===== src/rtl/adc_seq_pkg.sv =====
package adc_seq_pkg;
  typedef enum logic [1:0] {
    MODE_SINGLE = 2'd0,
    MODE_FREE   = 2'd1,
    MODE_AUTO   = 2'd2,
    MODE_RSVD   = 2'd3
  } adc_mode_e;

  localparam int NORM_HALVES  = 26;
  localparam int FIRST_HALVES = 50;
  localparam int NORM_SAMPLE  = 3;
  localparam int FIRST_SAMPLE = 27;
endpackage


===== src/rtl/adc_prescaler.sv =====
module adc_prescaler #(
  parameter int SEL_W   = 3,
  parameter int MAX_SEL = 6
) (
  input  logic             clk,
  input  logic             rst_n,
  input  logic             en,
  input  logic             restart,
  input  logic [SEL_W-1:0] psel,
  output logic             tick,
  output logic             rise
);
  localparam int CNT_W = (MAX_SEL > 0) ? MAX_SEL : 1;
  localparam logic [SEL_W-1:0] MAX_SEL_V = SEL_W'(MAX_SEL);

  logic [CNT_W-1:0] cnt_q, cnt_d;
  logic             ph_q, ph_d;
  logic [SEL_W-1:0] sel_eff;
  logic [CNT_W:0]   half;
  logic [CNT_W-1:0] half_m1;

  always_comb begin
    sel_eff = (psel > MAX_SEL_V) ? MAX_SEL_V : psel;
    half    = (CNT_W+1)'(1) << sel_eff;
    half_m1 = CNT_W'(half - 1'b1);
    tick    = en && !restart && (cnt_q >= half_m1);
    rise    = tick && !ph_q;
  end

  always_comb begin
    cnt_d = cnt_q;
    ph_d  = ph_q;
    if (!en || restart) begin
      cnt_d = '0;
      ph_d  = 1'b0;
    end else if (tick) begin
      cnt_d = '0;
      ph_d  = ~ph_q;
    end else begin
      cnt_d = cnt_q + 1'b1;
    end
  end

  always_ff @(posedge clk or negedge rst_n) begin
    if (!rst_n) begin
      cnt_q <= '0;
      ph_q  <= 1'b0;
    end else begin
      cnt_q <= cnt_d;
      ph_q  <= ph_d;
    end
  end

  a_r1_idle_hold: assert property (@(posedge clk) disable iff (!rst_n)
    !en |=> (cnt_q == '0) && !ph_q);
  a_r6_restart_zero: assert property (@(posedge clk) disable iff (!rst_n)
    (en && restart) |=> (cnt_q == '0) && !ph_q);
endmodule


===== src/rtl/adc_trig_sync.sv =====
module adc_trig_sync (
  input  logic clk,
  input  logic rst_n,
  input  logic trig_in,
  output logic trig_edge
);
  logic s1_q, s2_q, s3_q;

  always_ff @(posedge clk or negedge rst_n) begin
    if (!rst_n) begin
      s1_q <= 1'b0;
      s2_q <= 1'b0;
      s3_q <= 1'b0;
    end else begin
      s1_q <= trig_in;
      s2_q <= s1_q;
      s3_q <= s2_q;
    end
  end

  assign trig_edge = s2_q && !s3_q;

  a_r6_sync_latency: assert property (@(posedge clk) disable iff (!rst_n)
    trig_edge |-> $past(trig_in, 2));
endmodule


===== src/rtl/adc_conv_seq.sv =====
module adc_conv_seq
  import adc_seq_pkg::*;
#(
  parameter int RES_W = 10
) (
  input  logic             clk,
  input  logic             rst_n,
  input  logic             en,
  input  adc_mode_e        mode,
  input  logic             tick,
  input  logic             rise,
  input  logic             trig_go,
  input  logic             start_set,
  input  logic             flag_clr,
  input  logic [RES_W-1:0] data_in,
  output logic             busy,
  output logic             start_bit,
  output logic             done_flag,
  output logic             sample_strobe,
  output logic [RES_W-1:0] result
);
  localparam int HCNT_W = $clog2(FIRST_HALVES + 1);
  localparam logic [HCNT_W-1:0] TOT_N  = HCNT_W'(NORM_HALVES);
  localparam logic [HCNT_W-1:0] TOT_F  = HCNT_W'(FIRST_HALVES);
  localparam logic [HCNT_W-1:0] SAMP_N = HCNT_W'(NORM_SAMPLE);
  localparam logic [HCNT_W-1:0] SAMP_F = HCNT_W'(FIRST_SAMPLE);

  logic [HCNT_W-1:0] hcnt_q, hcnt_d, hcnt_inc, total, samp;
  logic              busy_d, start_d, first_q, first_d, flag_d, strobe_d;
  logic [RES_W-1:0]  res_d;
  logic              done;

  always_comb begin
    hcnt_inc = hcnt_q + 1'b1;
    total    = first_q ? TOT_F : TOT_N;
    samp     = first_q ? SAMP_F : SAMP_N;
    done     = tick && busy && (hcnt_inc == total);
  end

  always_comb begin
    hcnt_d   = hcnt_q;
    busy_d   = busy;
    start_d  = start_bit;
    first_d  = first_q;
    flag_d   = done_flag;
    res_d    = result;
    strobe_d = tick && busy && (hcnt_inc == samp);
    if (flag_clr) flag_d = 1'b0;
    if (!en) begin
      hcnt_d   = '0;
      busy_d   = 1'b0;
      start_d  = 1'b0;
      first_d  = 1'b1;
      strobe_d = 1'b0;
    end else begin
      if (trig_go) begin
        start_d = 1'b1;
      end else if (start_set && !busy && mode != MODE_AUTO) begin
        start_d = 1'b1;
      end
      if (tick && busy) begin
        hcnt_d = hcnt_inc;
        if (done) begin
          res_d   = data_in;
          flag_d  = 1'b1;
          first_d = 1'b0;
          if (mode == MODE_FREE) begin
            hcnt_d = '0;
          end else begin
            busy_d  = 1'b0;
            start_d = 1'b0;
          end
        end
      end else if (rise && !busy && start_bit) begin
        busy_d = 1'b1;
        hcnt_d = '0;
      end
    end
  end

  always_ff @(posedge clk or negedge rst_n) begin
    if (!rst_n) begin
      hcnt_q        <= '0;
      busy          <= 1'b0;
      start_bit     <= 1'b0;
      first_q       <= 1'b1;
      done_flag     <= 1'b0;
      sample_strobe <= 1'b0;
      result        <= '0;
    end else begin
      hcnt_q        <= hcnt_d;
      busy          <= busy_d;
      start_bit     <= start_d;
      first_q       <= first_d;
      done_flag     <= flag_d;
      sample_strobe <= strobe_d;
      result        <= res_d;
    end
  end

  a_r4_strobe_in_conv: assert property (@(posedge clk) disable iff (!rst_n)
    sample_strobe |-> $past(busy));
  a_r5_single_clear: assert property (@(posedge clk) disable iff (!rst_n)
    (done && mode != MODE_FREE) |=> !start_bit && done_flag);
  a_r7_free_keep: assert property (@(posedge clk) disable iff (!rst_n)
    (done && mode == MODE_FREE) |=> busy && start_bit);
  a_r10_abort: assert property (@(posedge clk) disable iff (!rst_n)
    !en |=> !busy && !start_bit);
endmodule


===== src/rtl/adc_seq_ctrl.sv =====
module adc_seq_ctrl
  import adc_seq_pkg::*;
#(
  parameter int RES_W   = 10,
  parameter int SEL_W   = 3,
  parameter int MAX_SEL = 6
) (
  input  logic             clk,
  input  logic             rst_n,
  input  logic             en,
  input  logic             start_set,
  input  logic             flag_clr,
  input  logic [1:0]       mode,
  input  logic [SEL_W-1:0] psel,
  input  logic             trig_in,
  input  logic [RES_W-1:0] data_in,
  output logic             sample_strobe,
  output logic [RES_W-1:0] result,
  output logic             done_flag,
  output logic             start_bit
);
  logic      rs1_q, rs2_q;
  logic      tick, rise, trig_edge, trig_go, busy;
  adc_mode_e mode_e;

  always_ff @(posedge clk or negedge rst_n) begin
    if (!rst_n) begin
      rs1_q <= 1'b0;
      rs2_q <= 1'b0;
    end else begin
      rs1_q <= 1'b1;
      rs2_q <= rs1_q;
    end
  end

  assign mode_e  = adc_mode_e'(mode);
  assign trig_go = trig_edge && en && (mode_e == MODE_AUTO) && !busy;

  adc_trig_sync u_sync (
    .clk       (clk),
    .rst_n     (rs2_q),
    .trig_in   (trig_in),
    .trig_edge (trig_edge)
  );

  adc_prescaler #(.SEL_W(SEL_W), .MAX_SEL(MAX_SEL)) u_presc (
    .clk     (clk),
    .rst_n   (rs2_q),
    .en      (en),
    .restart (trig_go),
    .psel    (psel),
    .tick    (tick),
    .rise    (rise)
  );

  adc_conv_seq #(.RES_W(RES_W)) u_seq (
    .clk           (clk),
    .rst_n         (rs2_q),
    .en            (en),
    .mode          (mode_e),
    .tick          (tick),
    .rise          (rise),
    .trig_go       (trig_go),
    .start_set     (start_set),
    .flag_clr      (flag_clr),
    .data_in       (data_in),
    .busy          (busy),
    .start_bit     (start_bit),
    .done_flag     (done_flag),
    .sample_strobe (sample_strobe),
    .result        (result)
  );
endmodule


===== config.mk =====
export PLATFORM = sky130hd
export DESIGN_NAME = adc_seq_ctrl
export DESIGN_NICKNAME = d
export VERILOG_FILES = /design/src/rtl/adc_seq_pkg.sv /design/src/rtl/adc_prescaler.sv /design/src/rtl/adc_trig_sync.sv /design/src/rtl/adc_conv_seq.sv /design/src/rtl/adc_seq_ctrl.sv
export SDC_FILE = /design/constraint.sdc
export NUM_CORES = 1
export LEC_CHECK = 0
export BUFFER_PORTS_ARGS = -buffer_cell sky130_fd_sc_hd__clkbuf_2
export CAP_MARGIN = 30
export CORE_ASPECT_RATIO = 0.6
export CORE_MARGIN = 1.5
export CORE_UTILIZATION = 59
export DETAILED_ROUTE_END_ITERATION = 6
export GPL_ROUTABILITY_DRIVEN = 0
export PLACE_DENSITY = 0.93
export RECOVER_POWER = 25
export SLEW_MARGIN = 20
export SYNTH_ARGS = -nofsm -noshare
export SYNTH_HDL_FRONTEND = slang
export SYNTH_SLANG_ARGS = --single-unit

===== constraint.sdc =====
create_clock -name clk -period 1.5 [get_ports clk]
set_input_delay 0.15 -clock clk [delete_from_list [all_inputs] [get_ports clk]]
set_output_delay 0.15 -clock clk [all_outputs]
set_load 0.1 [all_outputs]

==> out/qor.yml <==
die:
  die_h_um: 46.65
  start_util_pct: 63.57
  rows: 15
  io_pins: 34
  dieArea_mm2: 0.003533
  die_width_um: 75.74
  core_mm2: 0.002947
yosys:
  ys_ff_latch: 33
  yosys_warnings: 0
  syn_inst: 178
  synth_edf_count: 0
  seq_area_frac_synth_pct: 44.15
  avgSynthCellArea_um2: 10.52
  synth_top_area_cell: "dfrtp_1"
  syn_nets: 209
  ys_types: 48
  synthTopCellsByArea: "dfrtp_1, ha_1, mux2_4"
  synth_ff_type: "dfrtp_1"
  synth_area_mm2: 0.001873
  synth_top_area_share_pct: 42.75
  async_flop_share_pct: 100.0
pwr:
  power_density_mw_per_mm2: 708.6
  seq_power_share_pct: 46.6
  comb_power_share_pct: 13.9
  cellLeakagePower_uw: 0.001354
  clkPwrFrac_pct: 39.5
  switching_share_pct: 28.10
  peakVddDrop_v: 0.001039
  total_power_uw: 2008
  p_sw_uw: 564.2
  intPower_uw: 1444
grt:
  grt_pass1_vias: 2002
  track_usage_pct: 44.24
  antenna_found_initial: 0
  grt_first_pass_wirelength_um: 10400
  grt_max_degree: 22
  grt_remaining_overflow: 0
placed_design:
  dpl_worst_slack_ns: -0.8404
  placed_area_mm2: 0.002415
  io_buffers: 33
  place_inst: 291
  hpwl_um: 3836
sta:
  slew_violations: 0
  holdWs_ns: 0.07324
  finalCriticalPeriod_ns: 2.310
  hold_viol: 0
  rsz0062_at_grt: "yes"
  worst-slew-pin-transition_ns: 0.6328
  layout_setup_ws_ns: -0.8104
  fin_crit_sh_pct: 154.0
  clock_skew_ns: 0.004503
  maxSlewHeadroom_pct: 57.81
  finalSetupViolations: 28
  fmax_mhz: 432.8
run_status:
  violations: "DRC, setup timing"
  outcome: "complete, but fails checks"
clocking:
  cts.sink_count: 33
  clk_pin_slew_ns: 0.08
  root_buffer: "clkbuf_8"
  insertion_delay_ns: 0.30
  htreeDepth: 2
  cts_max_path_buffers: 2
  cts-buffers-inserted: 5
  cts_tree: "built"
job:
  maxCapViolCount: 0
routing:
  wire_per_inst_um: 29.79
  drc: 24
  num_vias: 2274
  viasPerCell: 7.335
  antenna_left: 0
  first_pass_iters: 7
  drtIter0Drc: 459
  wl_um: 9235
worst_setup_path:
  startpoint_type: "flop"
  crit_path_cell_trace: "buf_6 > nand3_1 > mux2i_2 > a21oi_2 > o311ai_4 > nor2_4 > buf_12 > mux2_4"
  cp.required_ns: 1.68
  cp_data_arrival_time_ns: 2.49
  cp_max_fo: 9
  reg2regPathDepth: 8
  path_depth: 8
  end_kind: "flop"
  cp_slowest_cell: "dfrtp_1"
  reg2reg_slack_ns: -0.81
  cp_slowest_stage_delay_ns: 0.47
  path_class: "reg -> reg"
  worst-path-buf-inv: 2
  cp_top_family: "multiplexers"
layout:
  nNetsFinal: 298
  final_cells: 310
  diodes: 0
  layout_common_cells: "buf_4, clkbuf_2, dfrtp_1"
  drive_gt1_share_pct: 53.36
  layout_commonest_cell: "buf_4"
  design_area_mm2: 0.002834
  largest_reg_flops: 10
  max_flop_register: "u_seq.result"
  syn2layout_area_growth_pct: 51.30
  biggestRegsByFlops: "u_seq.result (10), u_presc.cnt_q (6), u_seq.hcnt_q (6)"
hold_path:
  hold_path_depth: 2
  min_path_type: "in -> reg"
-- through the flow --
stage               util [%]  setup TNS (ns)
finish                 96.18          -18.37
CTS                    91.38          -11.99
detailed placement     81.95          -18.41
global placement       81.95          -16.32
floorplan                  -          -11.09
global route           96.18          -17.47
-- worst reg2reg max path, delay by kind of cell, from the launching register on --
kind | cells | cell delay (ns)
AOI/OAI and AO/OA | 2 | 0.42
buffers and inverters | 2 | 0.36
DFF | 1 | 0.47
muxes | 2 | 0.62
and+or+nand+nor | 2 | 0.33
-- layout make-up --
type,count,area [um^2]
inverters,14,52.55
clock inverters,1,5.005
multi-input cells,123,1131
well taps,42,52.55
clock buffers,7,96.34
flip-flops and latches,33,828.3
fillers,59,112.6
repair buffers,90,668.1
-- per-layer routing --
| metal | vias up | part of all wire [%] | track usage (%) | wire (um) |
|---|---|---|---|---|
| li1 | 802 | - | - | - |
| met1 | 1043 | 33 | 43.58 | 3048 |
| met2 | 301 | 39 | 69.57 | 3643 |
| met3 | 128 | 17 | 24.29 | 1539 |
| met4 | 0 | 11 | 33.21 | 1003 |
| met5 | - | 0 | 14.29 | 0 |
-- cell families after synthesis --
kind of cell / after synthesis / share of synthesized area (%)
buffers and inverters: 22 / 5.945
AOI/OAI and AO/OA: 39 / 14.90
and+or+nand+nor: 54 / 16.10
adders and majority gates: 10 / 6.680
muxes: 12 / 8.751
other: 1 / 0.2002
xor gates and xnor gates: 7 / 3.273
DFF: 33 / 44.16
-- repair_timing --
action / 4_1_cts / 5_1_grt
resized for setup: 25 / 19
gates cloned: 0 / 0
hold buffers: 2 / 0
setup buffers: 4 / 6
setup endpoints to repair: 28 / 28
endpoints found under the hold margin: 3 / 0
pin swaps: 7 / 8
-- synth_stat cells (2+ instances only) --
cell,count
a211oi_1,2
a21oi_1,11
a311oi_2,2
a31oi_1,2
and2_1,2
and4b_1,2
buf_2,5
dfrtp_1,32
ha_1,10
inv_1,14
mux2_2,3
mux2_4,8
nand2_1,12
nand2b_1,3
nand3_1,4
nand4_1,2
nor2_1,12
nor3_1,4
o21ai_0,10
o22ai_1,3
or3_1,2
or4b_1,2
xnor2_1,4
xor2_1,3
-- path summary, 6_finish.rpt --
path	start	endpoint
min in group asynchronous	rst_n	rs1_q
worst max register to register	u_seq.hcnt_q[0]	u_seq.result[4]
worst min register to register	rs2_q	u_presc.cnt_q[4]
worst max-delay path	u_seq.hcnt_q[0]	u_seq.result[4]
max in group asynchronous	rs2_q	u_presc.cnt_q[0]
worst min-delay path	flag_clr	u_seq.done_flag
-- power by group through the flow --
| stage | registers, uW | logic, uW | clock network (uW) |
|---|---|---|---|
| final | 935 | 280 | 794 |
| after global routing | 936 | 288 | 832 |
| after CTS | 929 | 220 | 747 |
| after detailed placement | 945 | 199 | 0 |
| after global placement | 944 | 187 | 0 |
| after floorplan | 972 | 66.0 | 0 |
Note: power is estimated with default switching activity, not from simulation.
